[src/rtl/fmul_pkg.sv]
package fmul_pkg;
    typedef enum logic {
        ST_IDLE = 1'b0,
        ST_CALC = 1'b1
    } fmul_state_e;

    // signedness selector, low two bits of the mode code
    localparam logic [1:0] SGN_UU = 2'b00;
    localparam logic [1:0] SGN_SS = 2'b01;
    localparam logic [1:0] SGN_SU = 2'b10;
endpackage

[src/rtl/fmul_ctrl.sv]
module fmul_ctrl
    import fmul_pkg::*;
(
    input  logic clk,
    input  logic rst_n,
    input  logic start,
    output logic capture,
    output logic load,
    output logic done
);
    fmul_state_e state_q, state_d;

    // state register
    always_ff @(posedge clk or negedge rst_n) begin
        if (!rst_n) state_q <= ST_IDLE;
        else        state_q <= state_d;
    end

    // next state and strobes
    always_comb begin
        state_d = state_q;
        capture = 1'b0;
        load    = 1'b0;
        unique case (state_q)
            ST_IDLE: begin
                if (start) begin
                    capture = 1'b1;
                    state_d = ST_CALC;
                end
            end
            ST_CALC: begin
                load    = 1'b1;
                state_d = ST_IDLE;
            end
            default: state_d = ST_IDLE;
        endcase
    end

    // registered completion pulse
    always_ff @(posedge clk or negedge rst_n) begin
        if (!rst_n) done <= 1'b0;
        else        done <= load;
    end
endmodule

[src/rtl/fmul_core.sv]
module fmul_core
    import fmul_pkg::*;
#(
    parameter int W = 8
) (
    input  logic [W-1:0]   a,
    input  logic [W-1:0]   b,
    input  logic [2:0]     mode,
    output logic [2*W-1:0] result,
    output logic           zero,
    output logic           carry
);
    localparam int PW = 2 * W;

    logic               a_sgn, b_sgn;
    logic signed [W:0]  ext_a, ext_b;
    logic signed [PW+1:0] full;
    logic [PW-1:0]      raw;

    always_comb begin
        unique case (mode[1:0])
            SGN_SS:  begin a_sgn = 1'b1; b_sgn = 1'b1; end
            SGN_SU:  begin a_sgn = 1'b1; b_sgn = 1'b0; end
            default: begin a_sgn = 1'b0; b_sgn = 1'b0; end
        endcase
        ext_a  = {a_sgn & a[W-1], a};
        ext_b  = {b_sgn & b[W-1], b};
        full   = ext_a * ext_b;
        raw    = full[PW-1:0];
        carry  = raw[PW-1];
        result = mode[2] ? {raw[PW-2:0], 1'b0} : raw;
        zero   = (result == '0);
    end
endmodule

[src/rtl/frac_mult_unit.sv]
module frac_mult_unit
    import fmul_pkg::*;
#(
    parameter int W = 8
) (
    input  logic           clk,
    input  logic           rst_n,
    input  logic           start,
    input  logic [2:0]     mode,
    input  logic [W-1:0]   op_a,
    input  logic [W-1:0]   op_b,
    output logic [2*W-1:0] product,
    output logic           flag_z,
    output logic           flag_c,
    output logic           done
);
    localparam int PW = 2 * W;

    logic          capture, load;
    logic [W-1:0]  a_q, b_q;
    logic [2:0]    mode_q;
    logic [PW-1:0] res_c;
    logic          z_c, c_c;

    fmul_ctrl u_ctrl (
        .clk     (clk),
        .rst_n   (rst_n),
        .start   (start),
        .capture (capture),
        .load    (load),
        .done    (done)
    );

    // operand capture stage
    always_ff @(posedge clk or negedge rst_n) begin
        if (!rst_n) begin
            a_q    <= '0;
            b_q    <= '0;
            mode_q <= '0;
        end else if (capture) begin
            a_q    <= op_a;
            b_q    <= op_b;
            mode_q <= mode;
        end
    end

    fmul_core #(.W(W)) u_core (
        .a      (a_q),
        .b      (b_q),
        .mode   (mode_q),
        .result (res_c),
        .zero   (z_c),
        .carry  (c_c)
    );

    // result stage
    always_ff @(posedge clk or negedge rst_n) begin
        if (!rst_n) begin
            product <= '0;
            flag_z  <= 1'b0;
            flag_c  <= 1'b0;
        end else if (load) begin
            product <= res_c;
            flag_z  <= z_c;
            flag_c  <= c_c;
        end
    end
endmodule

[config.mk]
export PLATFORM = sky130hd
export DESIGN_NAME = frac_mult_unit
export DESIGN_NICKNAME = d
export VERILOG_FILES = /design/src/rtl/fmul_pkg.sv /design/src/rtl/fmul_ctrl.sv /design/src/rtl/fmul_core.sv /design/src/rtl/frac_mult_unit.sv
export SDC_FILE = /design/constraint.sdc
export NUM_CORES = 1
export LEC_CHECK = 0
export BUFFER_PORTS_ARGS = -buffer_cell sky130_fd_sc_hd__buf_2
export CAP_MARGIN = 30
export CORE_MARGIN = 2
export CORE_UTILIZATION = 35
export CTS_CLUSTER_DIAMETER = 80
export DETAILED_ROUTE_END_ITERATION = 8
export PLACE_DENSITY = 0.51
export SYNTH_ARGS = -nofsm -noshare
export SYNTH_HDL_FRONTEND = slang
export SYNTH_SLANG_ARGS = --single-unit
[constraint.sdc]
create_clock -name clk -period 7.1 [get_ports clk]
set_input_delay 0.71 -clock clk [delete_from_list [all_inputs] [get_ports clk]]
set_output_delay 0.71 -clock clk [all_outputs]
set_load 0.02 [all_outputs]
==> metrics <==
Avg Inst Size Synth 9.689 µm²; Routed WL per cell 14.56 µm; Syn Nets 576; Post-CTS Resized 0; dpl cell area 0.004771 mm²; CP Capture Point product[15]; Worst Setup Start Kind flop; Core Region 0.01247 mm²; Yosys top cell area share 28.48%; Setup Buffers After CTS 0; Layout Utilization 39.41%; Tightest Hold Check Type flop to flop; Vias/cell 4.708; RSZ-0062 raised after global routing no; remaining antenna violation count 0; vias 3084; register area share after synthesis 22.04%; clock skew 0.007710 ns; CTS tree yes; hpwl dp 7698 µm; height of the die 116.5 µm; Worst-Margin Slew 0.9016 ns; CP Class flop to flop; Design Area, Final 0.004912 mm²; Post-synth ARST share 100.0%; CP startpoint mode_q[0]; r2r startpoint mode_q[0]; Crit path largest cell delay 0.60 ns; layout cell share with drive strength beyond 1 15.94%; crit-path cells ha_1 -> nor2b_1 -> nand2_1 -> fa_1 -> inv_1 -> fa_1 -> fa_1 -> fa_1 -> inv_1 -> fa_1 -> inv_1 -> ha_1 -> a2111oi_0 -> o21ai_1 -> a31oi_1 -> o21bai_1 -> xor2_1 -> a311o_1; synth cell count leaders inv_1, fa_1, nand2_1; final-report hold violation count 0; GPL Wtd Cong 0.8696; Max Cap Viol 0; # hold bufs at CTS 0; I/O Pins 41; synth top area cells fa_1, dfrtp_1, ha_1, inv_1, mux2_2; Main synth FF type dfrtp_1; Reg2Reg Capture Point product[15]; Worst R2R Setup Slack 1.06 ns; root buf cell clkbuf_16; 1st-pass router iterations 4; starting density of the core 35.52%; cell taking the most area after synthesis fa_1; Buffers on Ports 40; worst path buffer plus inverter count 3; Clock Latency Late Sink 0.29 ns; die area 0.01357 mm²; Mapped Cells 457; initial drt markers 73; H-tree levels 2; number of antenna violations at the first check in global routing 0; total track usage 15.60%; CP arrival 6.21 ns; Area Growth Syn to Fin 10.94%; number of distinct library cells after synthesis 38; clock sinks 39; Slowest cell on crit path a2111oi_0; Worst EP required 7.27 ns; DRT Wirelength 9538 µm; crit-path leading delay family adder cells; Clock transition at path regs 0.06 ns; Yosys reg bits 39; CP Capture Type flop; CP Depth 18; # diodes 0; Max Clk Rate 0.1656 GHz; Final #Nets 601; setup violators final 0; status completed; total CTS buffers 5; minimum clock period after layout 6.038 ns; Congestion Overflow GR 0; Slew Viols, Final 0; pin count of the biggest net entering global routing 40; first-pass GRT wire length 16270 µm; period utilisation layout 85.05%; number of synthesized flops with an enable pin 0; CP Max Fanout 7; Worst path most repeated cell fa_1; Synth Cell Area 0.004428 mm²; Max-Slew Margin vs Limit 39.89%; Ys Warns 0; count leader, synth inv_1; Remaining DRCs 0; Die Wd 116.5 µm; depth of the worst register-to-register path 18; Setup TNS Final 0 ns; Max Buffers Root-to-Sink 2; number of global-route vias before repair 3293; cell row count 41
[through the flow]
| step | hold WS, ns | setup slack [ns] | cells |
|---|---|---|---|
| final | 0.5006 | 1.062 | 655 |
| after global routing | 0.5161 | 0.6573 | 655 |
| after CTS | 0.5055 | 1.072 | 655 |
| after detailed placement | 0.4890 | 1.084 | 647 |
| after global placement | 0.4909 | 1.220 | 647 |
| after floorplan | 0.3519 | 1.568 | 457 |
[state kept, by name (all words and copies together), names as in the netlist]
register        flops
a_q                 8
b_q                 8
flag_c              1
flag_z              1
mode_q              3
product            16
u_ctrl.done         1
u_ctrl.state_q      1
[how the worst min path moves through the flow]
stage | from | to | cells past startpoint
6_report | flag_z | flag_z | 2
5_1_grt | flag_z | flag_z | 2
4_1_cts | flag_z | flag_z | 2
3_3_place_gp | flag_z | flag_z | 2
2_1_floorplan | u_ctrl.state_q | u_ctrl.done | 0
3_5_place_dp | flag_z | flag_z | 2
[logic make-up (layout without fill, tap and decap cells)]
logic type / Yosys count / count (layout) / synth area share [%]
XOR/XNOR: 16 / 16 / 3.476
AO/OA/AOI/OAI: 42 / 42 / 6.103
buffers and inverters: 111 / 137 / 9.409
adder cells (fa/ha/maj): 97 / 97 / 38.09
flip-flops: 39 / 39 / 22.04
multiplexers: 30 / 30 / 7.375
AND/OR/NAND/NOR: 122 / 122 / 13.51
[metal layers]
layer / part of all wire [%] / routed length, µm / vias to the layer above / global-route usage (%)
li1: - / - / 1469 / -
met1: 46 / 4400 / 1574 / 21.03
met2: 51 / 4867 / 34 / 27.09
met3: 2.1 / 199 / 7 / 2.335
met4: 0.73 / 70 / 0 / 2.698
met5: 0 / 0 / - / 0
[worst reg2reg max path, delay by kind of cell (launching register included)]
family | cells | cell delay [ns]
AOI/OAI and AO/OA | 5 | 1.58
xor gates and xnor gates | 1 | 0.17
adders and majority gates | 7 | 3.07
buffers and inverters | 3 | 0.15
DFF | 1 | 0.38
and+or+nand+nor | 2 | 0.57
[cell usage in the layout, fill, tap and decap left out, drive strengths merged, types with 2 or more instances in the layout]
cell    synthesis  final
nor2           23     23
mux2i           9      9
and2           35     35
mux2           21     21
xnor2          12     12
xor2            3      3
nor3b           2      2
nor2b           4      4
ha             34     34
o21bai          2      2
fa             63     63
dfrtp          39     39
a21o            2      2
o21ai          10     10
clkbuf         23      6
inv            87     87
o211ai          3      3
a21oi          14     14
buf             1     42
nand3           2      2
a31oi           4      4
nor4            2      2
a211oi          2      2
nand2          44     44
or2             3      3
nand2b          3      3
[cell type report]
| type | count | area, µm² |
|---|---|---|
| Clock buffer | 6 | 128.9 |
| Clock inverter | 2 | 12.51 |
| Fill cell | 1287 | 7553 |
| Inverter | 87 | 326.6 |
| Multi-Input combinational cell | 307 | 3038 |
| Sequential cell | 39 | 975.9 |
| Tap cell | 172 | 215.2 |
| Timing Repair Buffer | 42 | 215.2 |
Power is not shown: default switching activity piles up to over one toggle a cycle in this logic, so the estimate is an artifact.
